[config.mk]
export PLATFORM = sky130hd
export DESIGN_NAME = usb_fifo_writer
export DESIGN_NICKNAME = d
export VERILOG_FILES = /design/src/rtl/sfw_pkg.sv /design/src/rtl/sfw_rearm.sv /design/src/rtl/sfw_wm_stop.sv /design/src/rtl/sfw_flush_timer.sv /design/src/rtl/usb_fifo_writer.sv
export SDC_FILE = /design/constraint.sdc
export NUM_CORES = 1
export LEC_CHECK = 0
export BUFFER_PORTS_ARGS = -buffer_cell sky130_fd_sc_hd__buf_2
export CELL_PAD_IN_SITES_DETAIL_PLACEMENT = 1
export CELL_PAD_IN_SITES_GLOBAL_PLACEMENT = 2
export CORE_MARGIN = 2
export CORE_UTILIZATION = 31
export CTS_CLUSTER_DIAMETER = 50
export CTS_CLUSTER_SIZE = 14
export DETAILED_ROUTE_END_ITERATION = 8
export GPL_TIMING_DRIVEN = 0
export HOLD_SLACK_MARGIN = 0.03
export PLACE_DENSITY_LB_ADDON = 0.05
export SYNTH_ARGS = -nofsm -noshare
export SYNTH_HDL_FRONTEND = slang
export SYNTH_SLANG_ARGS = --single-unit
export TNS_END_PERCENT = 100
[constraint.sdc]
create_clock -name clk -period 3.05 [get_ports clk]
set_input_delay 0.305 -clock clk [delete_from_list [all_inputs] [get_ports clk]]
set_output_delay 0.305 -clock clk [all_outputs]
set_load 0.01 [all_outputs]
[src/rtl/sfw_pkg.sv]
`timescale 1ns/1ps
package sfw_pkg;
  typedef enum logic [1:0] {
    PH_IDLE   = 2'd0,
    PH_SETUP  = 2'd1,
    PH_STREAM = 2'd2
  } wr_phase_e;
endpackage

[src/rtl/sfw_rearm.sv]
`timescale 1ns/1ps
// Opens a new buffer only after the ready flag has dropped and come back
// following the previous close.
module sfw_rearm (
  input  logic clk,
  input  logic rst_n,
  input  logic rdy_i,
  input  logic idle_i,
  input  logic close_i,
  output logic start_o
);
  logic need_fall_q;

  always_ff @(posedge clk or negedge rst_n) begin
    if (!rst_n)        need_fall_q <= 1'b0;
    else if (close_i)  need_fall_q <= 1'b1;
    else if (!rdy_i)   need_fall_q <= 1'b0;
  end

  assign start_o = idle_i & rdy_i & ~need_fall_q;

  // a close can never be followed directly by a restart
  assert_rearm_R8: assert property (@(posedge clk) disable iff (!rst_n)
    close_i |=> !start_o);
endmodule

[src/rtl/sfw_wm_stop.sv]
`timescale 1ns/1ps
// Counts the words allowed after the watermark flag is first seen low.
module sfw_wm_stop #(
  parameter int POST_WORDS = 2
) (
  input  logic clk,
  input  logic rst_n,
  input  logic clear_i,
  input  logic active_i,
  input  logic wm_n_i,
  input  logic fire_i,
  output logic last_o
);
  localparam int CNT_W = $clog2(POST_WORDS + 1);

  logic             seen_q;
  logic [CNT_W-1:0] left_q;
  logic             post;

  assign post = seen_q | ~wm_n_i;

  always_ff @(posedge clk or negedge rst_n) begin
    if (!rst_n) begin
      seen_q <= 1'b0;
      left_q <= CNT_W'(POST_WORDS);
    end else if (clear_i) begin
      seen_q <= 1'b0;
      left_q <= CNT_W'(POST_WORDS);
    end else if (active_i) begin
      if (!wm_n_i) seen_q <= 1'b1;
      if (fire_i && post && left_q != '0) left_q <= left_q - 1'b1;
    end
  end

  assign last_o = active_i & fire_i & post & (left_q == CNT_W'(1));
endmodule

[src/rtl/sfw_flush_timer.sv]
`timescale 1ns/1ps
// Counts idle cycles while a buffer is partly filled; fires once at the limit.
module sfw_flush_timer #(
  parameter int FLUSH_CYCLES = 25000
) (
  input  logic clk,
  input  logic rst_n,
  input  logic en_i,
  input  logic kick_i,
  output logic hit_o
);
  localparam int CNT_W = $clog2(FLUSH_CYCLES + 1);
  localparam logic [CNT_W-1:0] LIM = CNT_W'(FLUSH_CYCLES - 1);

  logic [CNT_W-1:0] cnt_q;

  always_ff @(posedge clk or negedge rst_n) begin
    if (!rst_n)                cnt_q <= '0;
    else if (!en_i || kick_i)  cnt_q <= '0;
    else if (cnt_q != LIM)     cnt_q <= cnt_q + 1'b1;
  end

  assign hit_o = en_i & ~kick_i & (cnt_q == LIM);

  // the flush closes the buffer, so the timer is disarmed next cycle
  assert_flush_once_R7: assert property (@(posedge clk) disable iff (!rst_n)
    hit_o |=> !en_i);
endmodule

[src/rtl/usb_fifo_writer.sv]
`timescale 1ns/1ps
module usb_fifo_writer
  import sfw_pkg::*;
#(
  parameter int         DATA_W       = 32,
  parameter int         BUF_WORDS    = 4096,
  parameter int         POST_WORDS   = 2,
  parameter int         SETUP_CYCLES = 3,
  parameter int         FLUSH_CYCLES = 25000,
  parameter logic [1:0] SOCKET       = 2'b00
) (
  input  logic              clk,
  input  logic              rst_n,
  input  logic              s_valid,
  output logic              s_ready,
  input  logic [DATA_W-1:0] s_data,
  input  logic              s_last,
  input  logic              bus_rdy_i,
  input  logic              bus_wm_n_i,
  output logic              bus_cs_n_o,
  output logic              bus_wr_n_o,
  output logic [1:0]        bus_addr_o,
  output logic              bus_pkt_end_n_o,
  output logic [DATA_W-1:0] bus_data_o
);
  localparam int FILL_W = $clog2(BUF_WORDS + 1);
  localparam int SET_W  = $clog2(SETUP_CYCLES + 1);

  wr_phase_e         phase_q, phase_d;
  logic [SET_W-1:0]  setup_q;
  logic [FILL_W-1:0] fill_q;

  logic start, fire, full_close, last_pkt, flush, close_now;
  logic streaming;

  assign streaming = (phase_q == PH_STREAM);
  assign s_ready   = streaming;
  assign fire      = s_valid & s_ready;

  sfw_rearm u_rearm (
    .clk     (clk),
    .rst_n   (rst_n),
    .rdy_i   (bus_rdy_i),
    .idle_i  (phase_q == PH_IDLE),
    .close_i (close_now),
    .start_o (start)
  );

  sfw_wm_stop #(.POST_WORDS(POST_WORDS)) u_wm (
    .clk      (clk),
    .rst_n    (rst_n),
    .clear_i  (start),
    .active_i (streaming),
    .wm_n_i   (bus_wm_n_i),
    .fire_i   (fire),
    .last_o   (full_close)
  );

  sfw_flush_timer #(.FLUSH_CYCLES(FLUSH_CYCLES)) u_flush (
    .clk    (clk),
    .rst_n  (rst_n),
    .en_i   (streaming && fill_q != '0),
    .kick_i (fire),
    .hit_o  (flush)
  );

  assign last_pkt  = fire & s_last & ~full_close;
  assign close_now = full_close | last_pkt | flush;

  always_comb begin
    phase_d = phase_q;
    unique case (phase_q)
      PH_IDLE:   if (start) phase_d = PH_SETUP;
      PH_SETUP:  if (setup_q == SET_W'(SETUP_CYCLES - 1)) phase_d = PH_STREAM;
      PH_STREAM: if (close_now) phase_d = PH_IDLE;
      default:   phase_d = PH_IDLE;
    endcase
  end

  always_ff @(posedge clk or negedge rst_n) begin
    if (!rst_n) begin
      phase_q <= PH_IDLE;
      setup_q <= '0;
      fill_q  <= '0;
    end else begin
      phase_q <= phase_d;
      if (phase_q == PH_SETUP) setup_q <= setup_q + 1'b1;
      else                     setup_q <= '0;
      if (start)     fill_q <= '0;
      else if (fire) fill_q <= fill_q + 1'b1;
    end
  end

  assign bus_cs_n_o      = 1'b0;
  assign bus_addr_o      = SOCKET;
  assign bus_wr_n_o      = ~fire;
  assign bus_data_o      = s_data;
  assign bus_pkt_end_n_o = ~(last_pkt | flush);

  // a write never lands when the buffer already holds BUF_WORDS words
  assert_no_overflow_R4: assert property (@(posedge clk) disable iff (!rst_n)
    fire |-> (fill_q < FILL_W'(BUF_WORDS)));

  // once the post-watermark words are spent, the stream is stopped
  assert_wm_stop_R4: assert property (@(posedge clk) disable iff (!rst_n)
    full_close |=> !s_ready);

  // packet end is a single-cycle pulse
  assert_pkt_pulse_R9: assert property (@(posedge clk) disable iff (!rst_n)
    !bus_pkt_end_n_o |=> bus_pkt_end_n_o);

  // the write phase is entered only through the setup wait
  assert_setup_R2: assert property (@(posedge clk) disable iff (!rst_n)
    $rose(s_ready) |-> $past(phase_q == PH_SETUP));
endmodule

Yosys cells after proc, flatten, opt, wreduce, memory -nomap -nowiden
Cells that the tools add are included.
{"block": "totals", "ff_bits": 36, "out_inout_bits": 38, "inputBits": 38, "word_cells": 73}
{"block": "classes", "bitwise": 19, "reduce_logical": 15, "mux": 17, "n_eq_ne": 11, "addsub": 4}
{"op": "$mux 15", "n": 2}
{"op": "$mux 13", "n": 2}
{"op": "$add 15x1->15 const B", "n": 1}
{"op": "$eq 15x15->1 const B", "n": 1}
{"op": "$ne 15x15->1 const B", "n": 1}
{"op": "$mux 2", "n": 7}
{"op": "$add 13x1->13 const B", "n": 1}
{"op": "$reduce_bool 13->1", "n": 1}
{"op": "$and 1x1->1", "n": 10}
{"op": "$reduce_bool 2->1", "n": 5}
{"op": "$ne 2x1->1 const B", "n": 3}
{"op": "$pmux 2 s3", "n": 1}
{"op": "$mux 1", "n": 5}
{"op": "$not 1->1", "n": 5}
{"op": "$eq 2x1->1 const B", "n": 2}
{"op": "$eq 2x2->1 const B", "n": 2}
{"op": "$ne 2x2->1 const B", "n": 2}
{"op": "$or 1x1->1", "n": 4}
{"op": "$reduce_and 2->1", "n": 2}
{"op": "$logic_and 1x1->1", "n": 3}
{"op": "$reduce_and 3->1", "n": 1}
{"op": "$add 2x1->2 const B", "n": 1}
{"op": "$logic_not 2->1", "n": 1}
{"op": "$sub 2x1->2 const B", "n": 1}
{"op": "2 further kinds", "n": 2}

Logic depth before layout (Yosys ltp)
Gate-level depths: netlist (run 1).
{"block": "depth", "word_depth": 11, "ltp_mapped": 6, "depth_no_buf": 6}

Hierarchy
A second synthesis (run 1) with hierarchy kept.
{"block": "hier_totals", "hier_cells": 247, "area_unflattened_um2": 2287.2}
{"module": "usb_fifo_writer", "n_inst": 1, "cells_per_inst": 136, "seq_area_each_um2": 425.4, "area_each_um2": 1209.9}
{"module": "sfw_flush_timer", "n_inst": 1, "cells_per_inst": 89, "seq_area_each_um2": 375.4, "area_each_um2": 840.8}
{"module": "sfw_wm_stop", "n_inst": 1, "cells_per_inst": 19, "seq_area_each_um2": 76.3, "area_each_um2": 193.9}
{"module": "sfw_rearm", "n_inst": 1, "cells_per_inst": 3, "seq_area_each_um2": 25.0, "area_each_um2": 42.5}

Worst setup path after synthesis (run 1)
No wires, ideal clock.
{"block": "synth_timing", "kind": "register to output", "from": "reg u_flush.cnt_q[3]", "to": "out bus_pkt_end_n_o", "stages_incl_launch_ff": 6, "arrival_time_ns": 1.783, "n_path_buf": 1, "t_required_ns": 2.745, "setup_slack_ns": 0.962, "cell_sequence": "dfrtp_1 > or4_1 > or4_1 > clkbuf_2 > nor2_1 > a31oi_1"}
{"block": "synth_via", "elab_chain_len": 4}
{"element": "start: declaration", "line_no": "sfw_flush_timer.sv:15", "text": "logic [CNT_W-1:0] cnt_q;"}
{"element": "start signal: assignment", "line_no": "sfw_flush_timer.sv:20", "text": "else if (cnt_q != LIM) cnt_q <= cnt_q + 1'b1;"}
{"element": "$eq 15x15->1", "line_no": "sfw_flush_timer.sv:23", "text": "assign hit_o = en_i & ~kick_i & (cnt_q == LIM);"}
{"element": "$and 1x1->1", "line_no": "sfw_flush_timer.sv:23"}
{"element": "$or 1x1->1", "line_no": "usb_fifo_writer.sv:98", "text": "assign bus_pkt_end_n_o = ~(last_pkt | flush);"}
{"element": "$not 1->1", "line_no": "usb_fifo_writer.sv:98"}
{"element": "end: declaration", "line_no": "usb_fifo_writer.sv:23", "text": "output logic bus_pkt_end_n_o,"}
Every way passes these cells.

Worst setup path after layout (run 1)
Ends and elaborated chain as after synthesis.

==> results of run 1 <==
-- kinds of logic (layout without fill, tap and decap cells) --
logic type                 count (synthesis)  count (layout)
and+or+nand+nor                           91              91
buffers and inverters                     49              97
DFF                                       36              36
AOI/OAI and AO/OA                         26              26
xor gates and xnor gates                  17              17
adders and majority gates                  6               6
muxes                                      2               2
other                                      1               3
-- area by class of cell --
class                           count  area (µm²)  area share, %
Multi-Input combinational cell    145         893           35.8
Tap cell                           77        96.3           3.86
Inverter                            9        33.8           1.35
Buffer                             40         283           11.3
Clock buffer                        8        90.1           3.61
Sequential cell                    36         902           36.1
Timing Repair Buffer               40         200           8.01
-- worst max-delay path: stages, from the launching register on --
cell and delay, ns:
dfrtp_1 0.44, or4_1 0.53, or4_1 0.51, clkbuf_2 0.18
nor2_1 0.24, a31oi_1 0.07, buf_2 0.15
-- how the worst max path moves through the flow --
stage,start,endpoint,slack (ns),cells past startpoint
final,u_flush.cnt_q[3],bus_pkt_end_n_o,0.35,6
after global routing,u_flush.cnt_q[3],bus_pkt_end_n_o,0.19,6
after CTS,u_flush.cnt_q[3],bus_pkt_end_n_o,0.31,6
after detailed placement,u_flush.cnt_q[3],bus_pkt_end_n_o,0.64,6
after global placement,phase_q[0],fill_q[10],0.42,3
after floorplan,u_flush.cnt_q[3],bus_pkt_end_n_o,0.96,5
-- flip-flops by register name, indices dropped and copies added, names as in the netlist --
name                 flops
phase_q                  2
u_wm.left_q              2
u_flush.cnt_q           15
setup_q                  2
fill_q                  13
u_wm.seen_q              1
u_rearm.need_fall_q      1
-- synthesized netlist by cell type --
cell type  number  area share, %
and4b_1         1           0.48
dfstp_2         1            1.3
o21a_1          1           0.36
a211o_1         1           0.42
o21ai_0         8            1.9
clkbuf_2        1           0.24
buf_4          35             13
or4_1           2           0.72
and3b_1         1           0.42
a21oi_1        11            2.6
and2_1          1           0.30
clkbuf_1        4           0.72
nor4b_1         2           0.83
nand4bb_1       1           0.54
or3_1           8            2.4
nor3_1          5            1.2
xnor2_1        12            5.0
and3_1          1           0.30
nor4_1          6            1.8
ha_1            6            3.6
nand2b_1        3           0.89
nand4_1         8            2.4
a31oi_1         2           0.60
inv_1           9            1.6
o21bai_1        1           0.36
nand4b_1        1           0.42
nor3b_1         1           0.36
nand3_1         6            1.4
a311o_1         1           0.48
a211oi_1        1           0.36
nand2_1        14            2.5
dfrtp_1        35             42
conb_1          1           0.18
nor2_1         26            4.7
mux2i_1         2           0.95
or2_2           1           0.30
and4_1          1           0.42
xor2_1          5            2.1
nand3b_1        2           0.72
-- power by group --
group | switching, µW | internal (µW)
registers | 47.2 | 525
clock network | 171 | 184
logic | 144 | 122
total | 362 | 832
-- routing by layer --
metal	track usage (%)	part of all wire, %
met4	4.26	1.2
met1	19.4	47
met2	24.4	47
met5	0	0
met3	3.62	4.4
-- stage by stage --
| stage | util (%) | worst slack (ns) | instances |
|---|---|---|---|
| after floorplan | - | 0.962 | 230 |
| after global placement | 37.2 | 0.418 | 347 |
| after detailed placement | 37.3 | 0.639 | 347 |
| after CTS | 38.7 | 0.308 | 355 |
| after global routing | 38.7 | 0.189 | 355 |
| final | 38.7 | 0.347 | 355 |
==> summary.md, run 1 <==
| Metric | Value |
|---|---|
| FF-to-FF path depth | `3` |
| Dpl cell area | `2410 µm²` |
| DRT Wirelength | `5140 µm` |
| F_max | `around 370 MHz` |
| FF-to-FF setup slack | `between 0.9 and 1 ns` |
| CTS root buf | `clkbuf_8` |
| CP Class | `reg -> out` |
| Layout cells sized above 1 | `between 30% and 40%` |
| Die Span Y | `86.3 µm` |
| Final setup fails | `0` |
| Fin. Hold Viols | `0` |
| Post-synthesis compound-gate area fraction | `roughly 7.1%` |
| Sequential cell area fraction in the yosys report | `43.0%` |
| Post-Synth Simple-Gate Area | `23.0%` |
| Clock transition at path regs | `0.07 ns` |
| Largest net degree at the start of global routing | `37` |
| Fin crit period | `about 2.7 ns` |
| Post-route cell area | `2500 µm²` |
| Die area | `7440 µm²` |
| Via density | `4.82` |
| Number of global-route vias before repair | `1786` |
| Clk Latency, worst-skew pair | `0.29 ns` |
| Ant diodes | `0` |
| Ys Warns | `0` |
| TritonCTS Buffers | `5` |
| Die X | `approximately 86 µm` |
| Dpl hpwl | `approximately 3900 µm` |
| Peak supply drop | `0.287 mV` |
| Number of placement rows | `29` |
| RSZ-0062 raised after global routing | `no` |
| R2r endpoint | `fill_q[8]` |
| Arrival @ worst endpoint | `2.40 ns` |
| Hold WC Path Type | `in -> async` |
| Fraction of synthesized cell area in xor and xnor cells | `7.10%` |
| DRC viols | `0` |
| Crit-path max FO | `6` |
| Area growth, synth to finish | `19.1%` |
| Via Count | `1712` |
| Worst r2r src | `phase_q[0]` |
| Startpoint types | `flop` |
| IO buf count | `40` |
| Worst rel slew slack | `between 30% and 40%` |
| Initial antenna violation count | `0` |
| Drt pass-1 iters | `4` |
| Routed Antenna Nets | `0` |
| Core area | `between 6000 and 7000 µm²` |
| H-tree levels | `2` |
| Hold_buf cts | `0` |
| Layout fillers | `795` |
| First DRT Iteration DRCs | `50` |
| CTS max path bufs | `2` |
| Post-Synthesis Cell Area | `2100 µm²` |
| Postcts setup bufs | `0` |
| Power Dens Cells | `478 nW/µm²` |
| Worst Max-Slew Pin Slew | `0.956 ns` |
| # nets final | `321` |
| Syn avg cell area | `9.20 µm²` |
| Tot GR Track Use | `14.8%` |
| CTS sink cnt | `36` |
| Synth unique cells | `39` |
| Initial Utilization | `32.5%` |
| CP Capture Type | `output port` |
| Min Hold Slack | `0.111 ns` |
| Most frequent cells in the layout | `40 x buf_2, 35 x buf_4, 35 x dfrtp_1` |
| Largest family of logic cells by synthesized area | `simple AND/OR/NAND/NOR gates` |
| Routability cong. | `0.697` |
| Status | `finished, final reports clean` |
| Clock Skews | `0.00521 ns` |
| Period utilisation layout | `between 80% and 90%` |
| IO Count | `76` |
| Number of synthesized register bits | `36` |
| Post_cts resized | `0` |
| First-pass GRT wire length | `8580 µm` |
| Leakage | `0.00115 µW` |
| CTS tree | `done` |
| Commonest non-fill, non-tap cell in the layout | `buf_2` |
| Grt ovf | `0` |
| Overall power | `1190 µW` |
| Proportion of synthesized area in mux cells | `0.954%` |
| Adder-cell share of the synthesized area | `3.58%` |
| Max-Cap Viols | `0` |
| Req. time, crit path | `2.74 ns` |
| Setup tns final | `0 ns` |
| Cell count after synthesis | `around 230` |
| Final-report max-slew violation count | `0` |
| WL per Instance | `14.5 µm` |
Note: power is estimated with default switching activity, not from simulation.
==> inputs of run 2 (changes only) <==
--- a/config.mk
+++ b/config.mk
@@ -13,7 +13,6 @@
 export CTS_CLUSTER_DIAMETER = 50
 export CTS_CLUSTER_SIZE = 14
 export DETAILED_ROUTE_END_ITERATION = 8
-export GPL_TIMING_DRIVEN = 0
 export HOLD_SLACK_MARGIN = 0.03
 export PLACE_DENSITY_LB_ADDON = 0.05
 export SYNTH_ARGS = -nofsm -noshare
==> run 2 against run 1 <==
  * Combinational power is 27% lower
  * Hold slack improved by 0.0068 ns
  * Cell count decreased by 20%
  * Clock power rose by 19%
==> summary.md, run 2 (synthesis results as in run 1) <==
| Metric | Value |
|---|---|
| IO Count | `76` |
| Startpoint types | `flop` |
| Core area | `roughly 6500 µm²` |
| CTS root buf | `clkbuf_8` |
| IO buf count | `8` |
| Initial Utilization | `between 30% and 40%` |
| Via Count | `1506` |
| Hold WC Path Type | `in -> async` |
| Final setup fails | `0` |
| CTS tree | `done` |
| Routability cong. | `0.711` |
| Initial antenna violation count | `0` |
| CTS sink cnt | `36` |
| Post_cts resized | `0` |
| R2r endpoint | `phase_q[1]` |
| WL per Instance | `16.7 µm` |
| # nets final | `251` |
| Crit-path cells | `or4_1, or4_1, nor2_1, a31oi_1, buf_2` |
| Final-report max-slew violation count | `0` |
| FF-to-FF path depth | `4` |
| Leakage | `0.000865 µW` |
| Commonest non-fill, non-tap cell in the layout | `dfrtp_1` |
| Clock Skews | `0.00798 ns` |
| Worst rel slew slack | `a little over two fifths` |
| First-pass GRT wire length | `7970 µm` |
| CP Class | `reg -> out` |
| DRT Wirelength | `4750 µm` |
| Period utilisation layout | `86.7%` |
| Min Hold Slack | `0.118 ns` |
| Setup tns final | `0 ns` |
| TritonCTS Buffers | `5` |
| CTS max path bufs | `2` |
| Max reg flops | `15` |
| F_max | `around 380 MHz` |
| Overall power | `1190 µW` |
| Most frequent cells in the layout | `35 x dfrtp_1, 26 x nor2_1, 14 x nand2_1` |
| Dpl hpwl | `3550 µm` |
| Req. time, crit path | `2.74 ns` |
| CP Capture Type | `output port` |
| Crit-path max FO | `6` |
| Slowest cell on the critical path | `or4_1` |
| Die Span Y | `86.3 µm` |
| Ant diodes | `0` |
| Reg area | `902 µm²` |
| Die area | `7440 µm²` |
| Largest net degree at the start of global routing | `37` |
| Number of placement rows | `29` |
| Clk Latency, worst-skew pair | `0.29 ns` |
| H-tree levels | `2` |
| Highest cell delay on the worst timing path | `0.64 ns` |
| Layout fillers | `750` |
| Area growth, synth to finish | `-0.477%` |
| Worst r2r src | `u_flush.cnt_q[3]` |
| Status | `finished, final reports clean` |
| Die X | `86.3 µm` |
| Via density | `5.28` |
| FF-to-FF setup slack | `1.02 ns` |
| First DRT Iteration DRCs | `29` |
| Crit-path most repeated cell | `or4_1` |
| Worst Max-Slew Pin Slew | `roughly 0.85 ns` |
| Number of global-route vias before repair | `between 1500 and 2000` |
| Fin crit period | `2.64 ns` |
| Hold_buf cts | `0` |
| Drt pass-1 iters | `4` |
| Layout cells sized above 1 | `9.62%` |
| Clock transition at path regs | `0.08 ns` |
| Routed Antenna Nets | `0` |
| Multi-input logic area | `893 µm²` |
| Grt ovf | `0` |
| Max-Cap Viols | `0` |
| Tot GR Track Use | `13.5%` |
| Final core occ | `between 30% and 40%` |
| Postcts setup bufs | `0` |
| Arrival @ worst endpoint | `2.34 ns` |
| RSZ-0062 raised after global routing | `no` |
| DRC viols | `0` |
| Fin. Hold Viols | `0` |
| Peak supply drop | `roughly 0.21 mV` |
| Power Dens Cells | `568 nW/µm²` |
| Top reg by flops | `u_flush.cnt_q` |
| Top Registers | `u_flush.cnt_q: 15 flops, fill_q: 13 flops` |
run 2: cell type report:
cell class	instances	area share [%]
multi-input cells	145	42.8
inverters	9	1.62
repair buffers	10	2.64
clock inverters	2	1.68
flip-flops and latches	36	43.2
well taps	77	4.61
clock buffers	6	3.48
run 2: power by group:
part / switching (µW) / internal, µW
Clock: 179 / 243
Combinational: 112 / 83.8
Sequential: 44.2 / 525
Total: 335 / 851
run 2: worst max path at each step:
stage | start | endpoint | slack (ns)
floorplan | u_flush.cnt_q[3] | bus_pkt_end_n_o | 0.96
global placement | u_flush.cnt_q[3] | bus_pkt_end_n_o | 0.73
detailed placement | u_flush.cnt_q[3] | bus_pkt_end_n_o | 0.70
CTS | u_flush.cnt_q[3] | bus_pkt_end_n_o | 0.37
global route | u_flush.cnt_q[3] | bus_pkt_end_n_o | 0.27
finish | u_flush.cnt_q[3] | bus_pkt_end_n_o | 0.41
run 2: per-stage QoR:
stage | area [µm²] | instances | worst slack [ns]
after floorplan | 2110 | 230 | 0.962
after global placement | 1980 | 277 | 0.728
after detailed placement | 1980 | 277 | 0.704
after CTS | 2090 | 285 | 0.371
after global routing | 2090 | 285 | 0.270
final | 2090 | 285 | 0.406
run 2: critical path, delay by kind of cell, from the launching register on:
| family | cells | cell delay (ns) |
|---|---|---|
| AO/OA/AOI/OAI | 1 | 0.06 |
| buffers and inverters | 1 | 0.15 |
| flip-flops | 1 | 0.43 |
| AND/OR/NAND/NOR | 3 | 1.41 |
run 2: routing by layer:
layer	vias up	GRT usage, %	routed length, µm
li1	701	-	-
met2	42	22.5	2230
met3	27	4.67	359
met4	0	4.83	141
met1	736	16.3	2020
met5	-	0	0
